`src/rtl/msi_dir_ctrl.sv`:
```
module msi_dir_ctrl #(
  parameter int N_CHILD = 3,
  parameter int N_ADDR  = 8,
  parameter int DW      = 32,
  localparam int CW = (N_CHILD > 1) ? $clog2(N_CHILD) : 1,
  localparam int AW = (N_ADDR > 1) ? $clog2(N_ADDR) : 1
) (
  input  logic          clk,
  input  logic          rst_n,
  input  logic          in_valid,
  input  logic          in_is_resp,
  input  logic [CW-1:0] in_src,
  input  logic [AW-1:0] in_addr,
  input  logic [1:0]    in_state,
  input  logic [DW-1:0] in_data,
  output logic          in_deq,
  output logic          out_valid,
  output logic          out_is_resp,
  output logic [CW-1:0] out_dst,
  output logic [AW-1:0] out_addr,
  output logic [1:0]    out_state,
  output logic          out_has_data,
  output logic [DW-1:0] out_data
);
  localparam logic [1:0] ST_I = 2'd0, ST_S = 2'd1, ST_M = 2'd2;

  logic [N_CHILD-1:0][N_ADDR-1:0][1:0]  st;
  logic [N_CHILD-1:0][N_ADDR-1:0]       wt;
  logic [N_ADDR-1:0][DW-1:0]            mem;

  logic [N_CHILD-1:0] conf;
  logic               req, grant, dng_hit;
  logic [CW-1:0]      dng_idx;
  logic [1:0]         src_st;

  function automatic logic clash(input logic [1:0] have, input logic [1:0] want);
    return (have == ST_M && want != ST_I) || (have == ST_S && want == ST_M);
  endfunction

  assign req    = in_valid && !in_is_resp;
  assign src_st = st[in_src][in_addr];

  always_comb begin
    for (int i = 0; i < N_CHILD; i++)
      conf[i] = (CW'(i) != in_src) && clash(st[i][in_addr], in_state);
  end

  assign grant = req && (conf == '0) && !wt[in_src][in_addr];

  always_comb begin
    dng_hit = 1'b0;
    dng_idx = '0;
    for (int i = N_CHILD - 1; i >= 0; i--) begin
      if (conf[i] && !wt[i][in_addr]) begin
        dng_hit = req && !grant;
        dng_idx = CW'(i);
      end
    end
  end

  assign in_deq       = in_valid && (in_is_resp || grant);
  assign out_valid    = grant || dng_hit;
  assign out_is_resp  = grant;
  assign out_dst      = grant ? in_src : dng_idx;
  assign out_addr     = in_addr;
  assign out_state    = grant ? in_state : ((in_state == ST_M) ? ST_I : ST_S);
  assign out_has_data = grant && (src_st == ST_I);
  assign out_data     = out_has_data ? mem[in_addr] : '0;

  always_ff @(posedge clk) begin
    if (!rst_n) begin
      st  <= '0;
      wt  <= '0;
      mem <= '0;
    end else begin
      if (in_valid && in_is_resp) begin
        if (src_st == ST_M) mem[in_addr] <= in_data;
        st[in_src][in_addr] <= in_state;
        wt[in_src][in_addr] <= 1'b0;
      end
      if (grant) st[in_src][in_addr] <= in_state;
      if (dng_hit) wt[dng_idx][in_addr] <= 1'b1;
    end
  end
endmodule


```
`config.mk`:
```
export PLATFORM = sky130hd
export DESIGN_NAME = msi_dir_ctrl
export DESIGN_NICKNAME = d
export VERILOG_FILES = /design/src/rtl/msi_dir_ctrl.sv
export SDC_FILE = /design/constraint.sdc
export NUM_CORES = 1
export LEC_CHECK = 0
export ABC_AREA = 1
export ABC_CLOCK_PERIOD_IN_PS = 3550
export BUFFER_PORTS_ARGS = -buffer_cell sky130_fd_sc_hd__buf_2
export CAP_MARGIN = 15
export CORE_MARGIN = 10
export CORE_UTILIZATION = 56
export CTS_CLUSTER_DIAMETER = 200
export DETAILED_ROUTE_END_ITERATION = 10
export PLACE_DENSITY = 0.73
export SLEW_MARGIN = 20
export SYNTH_ARGS = -nofsm -noshare
export SYNTH_HDL_FRONTEND = slang
export SYNTH_SLANG_ARGS = --single-unit
```
`constraint.sdc`:
```
create_clock -name clk -period 3.55 [get_ports clk]
set_input_delay 0.8875 -clock clk [delete_from_list [all_inputs] [get_ports clk]]
set_output_delay 0.8875 -clock clk [all_outputs]
set_load 0.005 [all_outputs]
```
---- Yosys cells after proc, flatten, opt, wreduce, memory -nomap -nowiden ----
Cells that the tools add are included.
W data, S select, Z words.
word-level totals
  bits in registers ....................... 328
  output and inout bits ................... 43
  bits of input ports ..................... 43
  word-level logic and storage cells ...... 145
cells by class
  reductions and logical operators ........ 38
  bitwise gates (word level) .............. 3
  mux-type cells .......................... 53
  equal/unequal tests ..................... 10
  order comparisons ....................... 6
operators by type and width
  cell                  count
  $bwmux W256           1
  $mux W48              3
  $bmux W32 S3          1
  $bwmux W48            2
  $demux W32 S3         1
  $mux W32              3
  $mux W24              3
  $bmux W16 S2          1
  $demux W16 S2         1
  $demux W8 S2          2
  $mux W16              2
  $and A24 B24 Y24      1
  $bmux W2 S3           4
  $mux W8               3
  $not A24 Y24          1
  $or A24 B24 Y24       1
  $logic_and A1 B1 Y1   22
  $mux W2               10
  $bmux W8 S2           1
  $bmux W1 S3           4
  $eq A2 B2 Y1 const B  5
  $mux W1               9
  $demux W2 S3          1
  $eq A2 B1 Y1 const B  3
  13 further kinds      25

---- Longest topological paths before layout ----
Gate-level depths: netlist of the first run.
  word-level depth ........................ 16
  mapped depth ............................ 20
  depth with buffers taken out ............ 17

---- Worst setup path before layout of the first run ----
No wires, ideal clock.
  path kind ............................... input port to output port
  start ................................... in in_addr[0]
  end ..................................... out out_data[26]
  data required time ...................... 2.663 ns
  arrival ................................. 2.493 ns
  cell stages on the path ................. 8
  path slack .............................. 0.170 ns
  buffers on the path ..................... 4
  path through ............................ buf_4 -> buf_2 -> nand2_1 -> buf_2 -> buf_1 -> o22ai_1 -> or4_1 -> nor2_1
between the ends
  cells in the longest elaborated chain, start to end .. 11
  elaborated cells on any way between the ends .. 37
  those cells by class .................... 6 x eq/ne; 13 x mux; 18 x reduce/logical
RTL lines
  item                                          line  source
  from (decl)                                   13    input logic [AW-1:0] in_addr,
  $bmux W2 S3                                   45    conf[i] = (CW'(i) != in_src) && clash(st[i][in_addr], in_state);
  $mux W2 (implied by the code)                 45
  $eq A2 B2 Y1 or $eq A2 B1 Y1 (tied branches)  37    return (have == ST_M && want != ST_I) || (have == ST_S && want == ST_M);
  $logic_and A1 B1 Y1                           37
  $logic_or A1 B1 Y1                            37
  $logic_and A1 B1 Y1                           45
  $logic_not A3 Y1                              48    assign grant = req && (conf == '0) && !wt[in_src][in_addr];
  $logic_and A1 B1 Y1 (2 in a row)              48
  $logic_and A1 B1 Y1                           67    assign out_has_data = grant && (src_st == ST_I);
  $mux W32 *                                    68    assign out_data = out_has_data ? mem[in_addr] : '0;
  to (decl)                                     23    output logic [DW-1:0] out_data
Mark *: on every way between the ends. The rest lies on a longest branch, timed or not. The select of a mux whose other input is x is not followed.

---- Worst setup path after layout of the first run ----
  start ................................... in in_addr[0]
  end ..................................... out out_data[3]
The elaborated chain is that of the path after synthesis.

==> metrics.csv, run 1 <==
stage,metric,value,unit
yosys,Synth top area share,0.396,
pwr,Clk pwr share,0.452,
yosys,Yosys warnings,0,
clocking,H-tree depth,2,
worst_setup_path,worst-path cell chain,buf_12 -> buf_12 -> buf_8 -> o211ai_1 -> a21oi_1 -> nor2_2 -> nand3_2 -> inv_2 -> nand2_2 -> nor2_4 -> nand4_4 -> buf_12 -> buf_12 -> nor2_4 -> buf_2,
floorplanning,die area,36900,µm²
worst_setup_path,Reg2Reg Setup Slack,1050,ps
yosys,Post-Syn Instances,2500,
global_route,total gr overflow,0,
drt,drt wl/cell,18.2,µm
global_route,initial antenna violation count,1,
pwr,Power Dens Cells,428,nW/µm²
clocking,clock tree buffer depth,3,
worst_setup_path,worst r2r src,st[47],
clocking,"CTS clk-pin slew, worst paths",50,ps
yosys,number of synthesized flops with an enable pin,0,
clocking,CTS Buf Count,37,
timing,actual slew at the worst max-slew pin,969,ps
pwr,Psw,2140,µW
timing,Pins Over Slew Limit,0,
yosys,asr flop ratio synth,0,
placement,post-DP HPWL,32900,µm
yosys,syn_area_per_cell,6.62,µm²
placement,routability congestion estimate,0.976,
clocking,clk_lat worst skew,520,ps
yosys,top_reg_cell synth,dfxtp_1,
clocking,CTS tree,built,
timing,Relative slew margins,0.353,
timing,Hold WS,476,ps
worst_setup_path,Worst R2R End,mem[13],
yosys,synthesized area,16600,µm²
floorplanning,Starting Density,0.572,
worst_setup_path,Crit path arrival time,2760,ps
placement,"worst slack, placed",-488,ps
worst_setup_path,cell mode on critical path,buf_12,
pwr,Int Pwr,6380,µW
worst_setup_path,Max Fanout on Critical Path,8,
pwr,Pleak,0.00834,µW
finish,Layout area overhead,20.2,%
drt,DRT antenna net count,0,
pwr,VDD IR-drop max,0.000369,V
drt,highest routed layer,met4,
pwr,Reg power frac,0.434,
timing,crit share post-route,1.03,
timing,final hold violation count,0,
global_route,total track usage,0.281,
floorplanning,Die X,192,µm
drt,Routed WL,54200,µm
pwr,Total Power,8520,µW
hold_path,hold path start,mem[170],
outcome,failing checks,setup timing,
drt,WL met2,25200,µm
pwr,switching share of total power,0.251,
worst_setup_path,largest delay contributor family on the critical path,buffers and inverters,
floorplanning,Core Region,28900,µm²
finish,Final Non-Filler Cells,2981,
yosys,Syn Nets,2543,
hold_path,Hold Path Depth,2,
worst_setup_path,WP buf/inv,7,
outcome,status,finished with violations,
worst_setup_path,"Largest stage delay, worst path",220,ps
clocking,clk sink count,328,
worst_setup_path,CP Capture Type,output port,
finish,most frequent cells in the layout,"nand2_1, nor2_1, a21oi_1",
floorplanning,IO Pins,86,
yosys,Synth area leader,dfxtp_1,
finish,Final #Nets,2620,
timing,Setup WS post-layout,-95.1,ps
yosys,synthesis-stage register bit count,328,
timing,Clock Skews,9.12,ps
placement,port bufs,85,
drt,vias per inst,5.95,
yosys,"Seq/Total Area, Yosys",0.396,
worst_setup_path,Critical Path Source Type,input pin,
hold_path,Hold Path Class,reg -> reg,
finish,"commonest non-fill, non-tap cell in the layout",nand2_1,
drt,DRC,0,
floorplanning,die height,192,µm
drt,met1 wire length,23000,µm
finish,fill cell count,2557,
pwr,Gate power share,0.114,
flow_run,Max Cap Viol,0,
global_route,first-pass GRT wire length,85400,µm
finish,layout cell share with drive strength beyond 1,0.159,
drt,vias after detailed routing,17700,
floorplanning,Cell Rows,62,
worst_setup_path,CP max stage cell,o211ai_1,
placement,Placed Cells,2905,
worst_setup_path,kind of critical path,in -> out,
hold_path,Hold Crit Endpoint,mem[170],
yosys,count of different cell masters after synthesis,37,
global_route,largest net degree at the start of global routing,147,
clocking,root buf cell,clkbuf_16,
global_route,number of global-route vias before repair,16100,
timing,RSZ-0062 raised after global routing,yes,
worst_setup_path,Reg2Reg Depth,17,
yosys,largest cells by area after synthesis,"dfxtp_1, nand2_1, a21oi_1, nand3_1, nor2_1",
worst_setup_path,worst path required time,2660,ps
drt,Iter 0 DRT Violations,1765,
drt,DR WL met3,4390,µm
timing,Fmax,274,MHz
timing,Final setup viols,33,
timing,Final min period,3650,ps
drt,Pre-antenna DRT Iters,6,
## cell usage after synthesis, types with 4 or more instances
| cell | count |
|---|---|
| nand2_1 | 536 |
| nor2_4 | 6 |
| inv_2 | 21 |
| dfxtp_1 | 328 |
| clkbuf_1 | 92 |
| buf_1 | 36 |
| o21ai_1 | 38 |
| mux2i_1 | 9 |
| buf_4 | 19 |
| nand3_1 | 290 |
| buf_2 | 64 |
| a21oi_1 | 332 |
| o21ai_0 | 28 |
| nand2_2 | 4 |
| o221ai_1 | 11 |
| nand4_1 | 9 |
| or4_1 | 23 |
| o22ai_1 | 116 |
| nor3_1 | 11 |
| a22oi_1 | 28 |
| nor2_1 | 361 |
| inv_1 | 105 |
| or2_2 | 8 |
## final cells by class
type,count,area (µm²),area share
Multi-Input combinational cell,1830,8820,0.443
Sequential cell,328,6570,0.330
Timing Repair Buffer,251,2340,0.118
Clock buffer,51,1050,0.0527
Inverter,129,504,0.0253
Tap cell,384,480,0.0241
Clock inverter,7,150,0.00754
Antenna cell,1,2.50,0.000126
## registers in the layout, summed over array words and instances (netlist names)
name,flops
st,48
mem,256
wt,24
## tightest hold or removal path, cell delays in order, from the launching register on
cell,delay (ps)
dfxtp_1,320
a21oi_1,40
nor2_1,80
## what timing repair did
action | 4_1_cts | 5_1_grt
resized for setup | 50 | 71
setup endpoints to repair | 37 | 40
setup buffers | 14 | 1
hold buffers | 0 | 0
pin swaps | 9 | 15
cloned | 1 | 2
## per-stage QoR
step	util	cell area, µm²	TNS, ps
2_1_floorplan	-	16600	0
3_3_place_gp	0.625	18100	-13800
3_5_place_dp	0.625	18100	-13920
4_1_cts	0.677	19600	-1370
5_1_grt	0.688	19900	-6420
6_report	0.688	19900	-2000
## routing by layer
layer / GRT usage / vias to the layer above
met3: 0.0381 / 129
met2: 0.456 / 789
met4: 0.0975 / 0
li1: - / 8536
met1: 0.377 / 8283
met5: 0 / -
## how the worst max path moves through the flow
stage / start / to / slack (ps) / cells after the start
2_1_floorplan: in_addr[0] / out_data[26] / 170 / 8
3_3_place_gp: in_addr[1] / out_data[1] / -470 / 12
3_5_place_dp: in_addr[1] / out_data[1] / -490 / 12
4_1_cts: in_addr[0] / out_data[20] / -70 / 15
5_1_grt: in_addr[0] / out_data[3] / -220 / 18
6_report: in_addr[0] / out_data[3] / -100 / 15
## cell families (layout without fill, tap and decap cells)
family	after synthesis	count (layout)	synth area share
AND/OR/NAND/NOR	1258	1258	0.323
AO/OA/AOI/OAI	563	563	0.188
buffers and inverters	342	438	0.0877
flip-flops	328	328	0.396
multiplexers	9	9	0.00544
other	0	1	0
## power groups by stage
stage,Combinational (µW),Sequential (µW),Clock [µW]
2_1_floorplan,497,3770,0
3_3_place_gp,849,3780,0
3_5_place_dp,856,3780,0
4_1_cts,912,3690,3900
5_1_grt,1040,3690,4050
6_report,973,3690,3850
Note: power is estimated with default switching activity, not from simulation.
==> run 2, diff against run 1 <==
--- a/config.mk
+++ b/config.mk
@@ -6,14 +6,14 @@
 export NUM_CORES = 1
 export LEC_CHECK = 0
 export ABC_AREA = 1
-export ABC_CLOCK_PERIOD_IN_PS = 3550
+export ABC_CLOCK_PERIOD_IN_PS = 3000
 export BUFFER_PORTS_ARGS = -buffer_cell sky130_fd_sc_hd__buf_2
 export CAP_MARGIN = 15
 export CORE_MARGIN = 10
-export CORE_UTILIZATION = 56
+export CORE_UTILIZATION = 40
 export CTS_CLUSTER_DIAMETER = 200
 export DETAILED_ROUTE_END_ITERATION = 10
-export PLACE_DENSITY = 0.73
+export PLACE_DENSITY = 0.57
 export SLEW_MARGIN = 20
 export SYNTH_ARGS = -nofsm -noshare
 export SYNTH_HDL_FRONTEND = slang
==> constraint.sdc (replaced) <==
create_clock -name clk -period 3 [get_ports clk]
set_input_delay 0.75 -clock clk [delete_from_list [all_inputs] [get_ports clk]]
set_output_delay 0.75 -clock clk [all_outputs]
set_load 0.005 [all_outputs]
==> metrics.csv, run 2 (synthesis gave the netlist of run 1 again) <==
stage,metric,value,unit,change
outcome,status,finished with violations,,
outcome,failing checks,setup timing,,
clocking,H-tree depth,2,,unchanged
worst_setup_path,Reg2Reg Depth,16,,-1
floorplanning,die height,223,µm,+16%
finish,fill cell count,4007,,+57%
flow_run,Max Cap Viol,0,,unchanged
floorplanning,die area,49900,µm²,+36%
pwr,Pleak,0.00878,µW,+5.3%
placement,port bufs,85,,unchanged
placement,routability congestion estimate,0.931,,-4.6%
timing,Fmax,298,MHz,
global_route,first-pass GRT wire length,93300,µm,+9.3%
pwr,VDD IR-drop max,0.000330,V,-11%
drt,vias per inst,5.56,,-6.5%
floorplanning,Die X,223,µm,+16%
floorplanning,IO Pins,86,,unchanged
timing,Final min period,3350,ps,
drt,Pre-antenna DRT Iters,8,,+2
timing,crit share post-route,1.12,,
finish,"commonest non-fill, non-tap cell in the layout",nand2_1,,
clocking,"Hold-fix buffers, CTS",0,,unchanged
worst_setup_path,Critical Path Source Type,input pin,,
finish,Final #Nets,2675,,+2.1%
global_route,initial antenna violation count,0,,-1
drt,Iter 0 DRT Violations,1531,,-13%
hold_path,Hold Path Class,reg -> reg,,
global_route,number of global-route vias before repair,16300,,+1.2%
drt,DRC,0,,unchanged
timing,Clock Skews,21.3,ps,+12.2 ps
timing,final hold violation count,0,,unchanged
worst_setup_path,worst path required time,2250,ps,-410 ps
clocking,root buf cell,clkbuf_16,,
placement,post-DP HPWL,35700,µm,+8.4%
timing,Relative slew margins,0.359,,+0.00550
worst_setup_path,Crit path arrival time,2600,ps,-160 ps
drt,drt wl/cell,18.9,µm,+4.0%
drt,vias after detailed routing,17700,,+0.023%
drt,DRT antenna net count,0,,unchanged
finish,register area,6570,µm²,unchanged
worst_setup_path,Reg2Reg Setup Slack,510,ps,-540 ps
floorplanning,Core Region,40900,µm²,+41%
pwr,Total Power,10400,µW,+22%
finish,fin util,0.513,,-0.175
clocking,clock tree buffer depth,3,,unchanged
global_route,total gr overflow,0,,unchanged
floorplanning,Cell Rows,74,,+19%
clocking,CTS Buf Count,40,,+8.1%
worst_setup_path,Worst R2R End,wt[1],,
finish,multi-input logic area,9000,µm²,+2.1%
timing,Pins Over Slew Limit,0,,unchanged
finish,Layout area overhead,26.9,%,
clocking,"CTS clk-pin slew, worst paths",50,ps,about the same
floorplanning,Starting Density,0.405,,-0.168
global_route,largest net degree at the start of global routing,145,,-1.4%
clocking,clk sink count,328,,unchanged
timing,actual slew at the worst max-slew pin,962,ps,-7.18 ps
worst_setup_path,worst r2r src,st[20],,
worst_setup_path,kind of critical path,in -> out,,
worst_setup_path,Max Fanout on Critical Path,7,,-1
finish,most frequent cells in the layout,"nand2_1, a21oi_1, dfxtp_1",,
global_route,total track usage,0.229,,-0.0518
timing,Setup WS post-layout,-352,ps,-257 ps
timing,RSZ-0062 raised after global routing,yes,,
finish,Largest Register,mem,,
drt,Routed WL,60300,µm,+11%
finish,layout cell share with drive strength beyond 1,0.190,,+0.0311
clocking,CTS tree,built,,
finish,ANT cells,0,,-1
clocking,clk_lat worst skew,570,ps,+50 ps
worst_setup_path,CP startpoint,in_addr[2],,
placement,"worst slack, placed",-496,ps,-8.38 ps
pwr,Power Dens Cells,493,nW/µm²,+15%
finish,max reg flops,256,,unchanged
worst_setup_path,CP Capture Type,output port,,
finish,biggest regs,"mem: 256 flops, st: 48 flops, wt: 24 flops",,
timing,Final setup viols,40,,+21%
worst_setup_path,crit path capture,out_data[7],,
[run 2: metrics by stage]
step	hold WS, ps	std cells	area, µm²	setup TNS [ps]
final	476	3188	21000	-12130
after global routing	503	3188	21000	-14090
after CTS	478	3179	20700	-8270
after detailed placement	464	3079	18500	-76600
after global placement	455	3079	18500	-68720
after floorplan	444	2500	16700	-38.3
[run 2: worst min path at each step]
stage                        start        to  slack, ps  cells after the start
after detailed placement   mem[31]   mem[31]        460                      2
after CTS                  mem[31]   mem[31]        480                      2
final                      mem[23]   mem[23]        480                      2
after global placement    mem[101]  mem[101]        450                      2
after floorplan           mem[101]  mem[101]        440                      2
after global routing      mem[242]  mem[242]        500                      2
[run 2: cell type report]
class,count,area share
multi-input combinational,1830,0.428
clock buffer,58,0.0533
clock inverter,8,0.00518
timing repair inverter,1,0.000417
inverter,129,0.0248
timing repair buffer,302,0.144
sequential,328,0.313
tap,532,0.0317
[run 2: critical path, stage by stage]
cell,delay [ps]
buf_12,120
nor2_4,280
nand3_2,130
nand2_2,100
nor2_1,60
nand2_1,110
nand2_2,100
nand3_2,70
nand2_2,80
nor2_4,130
nand4_4,100
buf_12,180
buf_16,170
nor2_2,80
buf_2,120
[run 2: what timing repair did]
item | CTS | global route
gates resized for setup | 122 | 55
setup buffers | 23 | 10
gates cloned | 12 | 0
pin swaps | 25 | 14
setup endpoints to repair | 40 | 40
[run 2: power breakdown]
part / switching [µW] / total, µW / internal [µW]
registers: 6.89 / 4370 / 4370
logic: 808 / 1290 / 487
clock network: 1940 / 4690 / 2760
total: 2750 / 10400 / 7610
[run 2: per-layer routing]
layer  vias up  share of wire  routed length [µm]  GRT usage
li1       8655              -                   -          -
met1      8354           0.44               26600      0.303
met2       622           0.45               27400      0.363
met3       110          0.074                4440     0.0425
met4         0          0.031                1850     0.0854
met5         -              0                   0          0
==> run 3, diff against run 2 <==
--- a/config.mk
+++ b/config.mk
@@ -14,7 +14,7 @@
 export CTS_CLUSTER_DIAMETER = 200
 export DETAILED_ROUTE_END_ITERATION = 10
 export PLACE_DENSITY = 0.57
-export SLEW_MARGIN = 20
+export RECOVER_POWER = 25
 export SYNTH_ARGS = -nofsm -noshare
 export SYNTH_HDL_FRONTEND = slang
 export SYNTH_SLANG_ARGS = --single-unit
==> metrics.csv, run 3 (synthesis gave the netlist of run 1 again) <==
stage,metric,value,unit,change
clocking,clock tree buffer depth,3,,unchanged
global_route,first-pass GRT wire length,93300,µm,unchanged
global_route,total gr overflow,0,,unchanged
drt,Iter 0 DRT Violations,1619,,+5.7%
timing,Relative slew margins,0.368,,+0.00922
timing,Fmax,296,MHz,-0.63%
flow_run,Max Cap Viol,0,,unchanged
finish,Layout area overhead,26.8,%,about the same
timing,setup tns final,-12940,ps,-806 ps
hold_path,Hold Path Class,reg -> reg,,
placement,routability congestion estimate,0.931,,unchanged
clocking,"Hold-fix buffers, CTS",0,,unchanged
finish,layout cell share with drive strength beyond 1,0.189,,-0.000753
worst_setup_path,Worst R2R End,wt[1],,
timing,crit share post-route,1.12,,+0.00708
worst_setup_path,Reg2Reg Depth,16,,unchanged
timing,Hold WS,476,ps,-0.349 ps
worst_setup_path,worst path required time,2250,ps,about the same
worst_setup_path,Max Fanout on Critical Path,7,,unchanged
outcome,status,finished with violations,,
hold_path,Hold Crit Endpoint,mem[31],,
drt,drt wl/cell,18.9,µm,-0.14%
timing,Final min period,3370,ps,+21.2 ps
clocking,"CTS clk-pin slew, worst paths",50,ps,about the same
floorplanning,die height,223,µm,unchanged
timing,Setup WS post-layout,-373,ps,-21.2 ps
global_route,number of global-route vias before repair,16300,,unchanged
worst_setup_path,worst r2r src,st[16],,
floorplanning,Core Region,40900,µm²,unchanged
worst_setup_path,Crit path arrival time,2620,ps,+20 ps
finish,Final #Nets,2675,,unchanged
worst_setup_path,CP Capture Type,output port,,
finish,max reg flops,256,,unchanged
finish,ANT cells,0,,unchanged
placement,post-DP HPWL,35700,µm,unchanged
drt,DRC,0,,unchanged
floorplanning,Cell Rows,74,,unchanged
finish,most frequent cells in the layout,"nand2_1, a21oi_1, dfxtp_1",,
drt,DRT antenna net count,0,,unchanged
floorplanning,IO Pins,86,,unchanged
outcome,failing checks,setup timing,,
finish,fill cell count,4008,,+0.025%
placement,Placed Instance Area,18500,µm²,unchanged
drt,Routed WL,60200,µm,-0.14%
clocking,clk sink count,328,,unchanged
timing,Final setup viols,40,,unchanged
timing,Pins Over Slew Limit,0,,unchanged
pwr,Power Dens Cells,493,nW/µm²,about the same
pwr,VDD IR-drop max,0.000329,V,-0.29%
clocking,H-tree depth,2,,unchanged
worst_setup_path,Reg2Reg Setup Slack,500,ps,about the same
finish,Largest Register,mem,,
floorplanning,die area,49900,µm²,unchanged
floorplanning,Die X,223,µm,unchanged
clocking,CTS Buf Count,40,,unchanged
pwr,Pleak,0.00877,µW,about the same
hold_path,Hold Path Depth,2,,unchanged
timing,RSZ-0062 raised after global routing,yes,,
clocking,CTS tree,built,,
finish,"Design Area, Final",21000,µm²,about the same
global_route,initial antenna violation count,0,,unchanged
worst_setup_path,kind of critical path,in -> out,,
drt,vias after detailed routing,17700,,-0.051%
hold_path,hold path start,mem[31],,
timing,Clock Skews,22.9,ps,+1.57 ps
global_route,largest net degree at the start of global routing,145,,unchanged
timing,final hold violation count,0,,unchanged
floorplanning,Starting Density,0.405,,unchanged
finish,"commonest non-fill, non-tap cell in the layout",nand2_1,,
clocking,root buf cell,clkbuf_16,,
clocking,clk_lat worst skew,570,ps,about the same
global_route,total track usage,0.229,,unchanged
worst_setup_path,Critical Path Source Type,input pin,,
placement,port bufs,85,,unchanged
drt,Pre-antenna DRT Iters,6,,-2
finish,biggest regs,"mem: 256 flops, st: 48 flops, wt: 24 flops",,
drt,vias per inst,5.56,,about the same
timing,actual slew at the worst max-slew pin,948,ps,-13.8 ps
pwr,Total Power,10400,µW,about the same
[run 3: cell types whose count changed in the layout (fill, tap and decap cells not counted), sizes merged]
cell	delta
buf	-2
clkbuf	+2
[run 3: final cells by class]
type                            count  area, µm²  share of cell area
Multi-Input combinational cell   1830       9000               0.428
Sequential cell                   328       6570               0.313
Timing Repair Buffer              302       3010               0.143
Clock buffer                       58       1120              0.0533
Tap cell                          532        666              0.0317
Inverter                          129        522              0.0248
Clock inverter                      8        109             0.00518
Timing Repair inverter              1       8.76            0.000417
[run 3: through the flow]
stage	worst slack, ps	utilization	instances
after global routing	-401	0.513	3188
after global placement	-469	0.453	3079
final	-373	0.513	3188
after detailed placement	-496	0.453	3079
after CTS	-263	0.507	3179
after floorplan	-9.57	-	2500
[run 3: per-layer routing]
metal  up-vias  wire length, µm  GRT usage  share of wire
met2       594            27500      0.363           0.46
met5         -                0          0              0
li1       8661                -          -              -
met1      8362            26600      0.303           0.44
met4         0             1880     0.0854          0.031
met3       115             4250     0.0425          0.071
[run 3: critical path, stage by stage]
cell and delay (ps):
buf_12 120, nor2_4 290, nand3_2 130, nand2_2 100
nor2_1 60, nand2_1 110, nand2_2 100, nand3_2 70
nand2_2 80, nor2_4 130, nand4_4 100, buf_12 180
buf_16 170, nor2_2 90, buf_2 120
[run 3: where the power goes]
part           internal [µW]  switching [µW]
Clock                   2760            1930
Combinational            486             807
Sequential              4370            6.98
[run 3: worst max-delay path by stage]
| stage | start | endpoint | cells after the start | slack [ps] |
|---|---|---|---|---|
| 6_report | in_addr[2] | out_data[6] | 15 | -370 |
| 3_3_place_gp | in_addr[2] | out_data[16] | 10 | -470 |
| 2_1_floorplan | in_addr[0] | out_data[26] | 17 | -10 |
| 4_1_cts | in_addr[0] | out_data[2] | 14 | -260 |
| 5_1_grt | in_addr[1] | out_data[6] | 16 | -400 |
| 3_5_place_dp | in_addr[2] | out_data[16] | 10 | -500 |
[run 3: what timing repair did]
action                     CTS  global route
gates resized for setup    122            55
pin swaps                   25            14
setup endpoints to repair   40            40
setup buffers               23            10
gates cloned                12             0
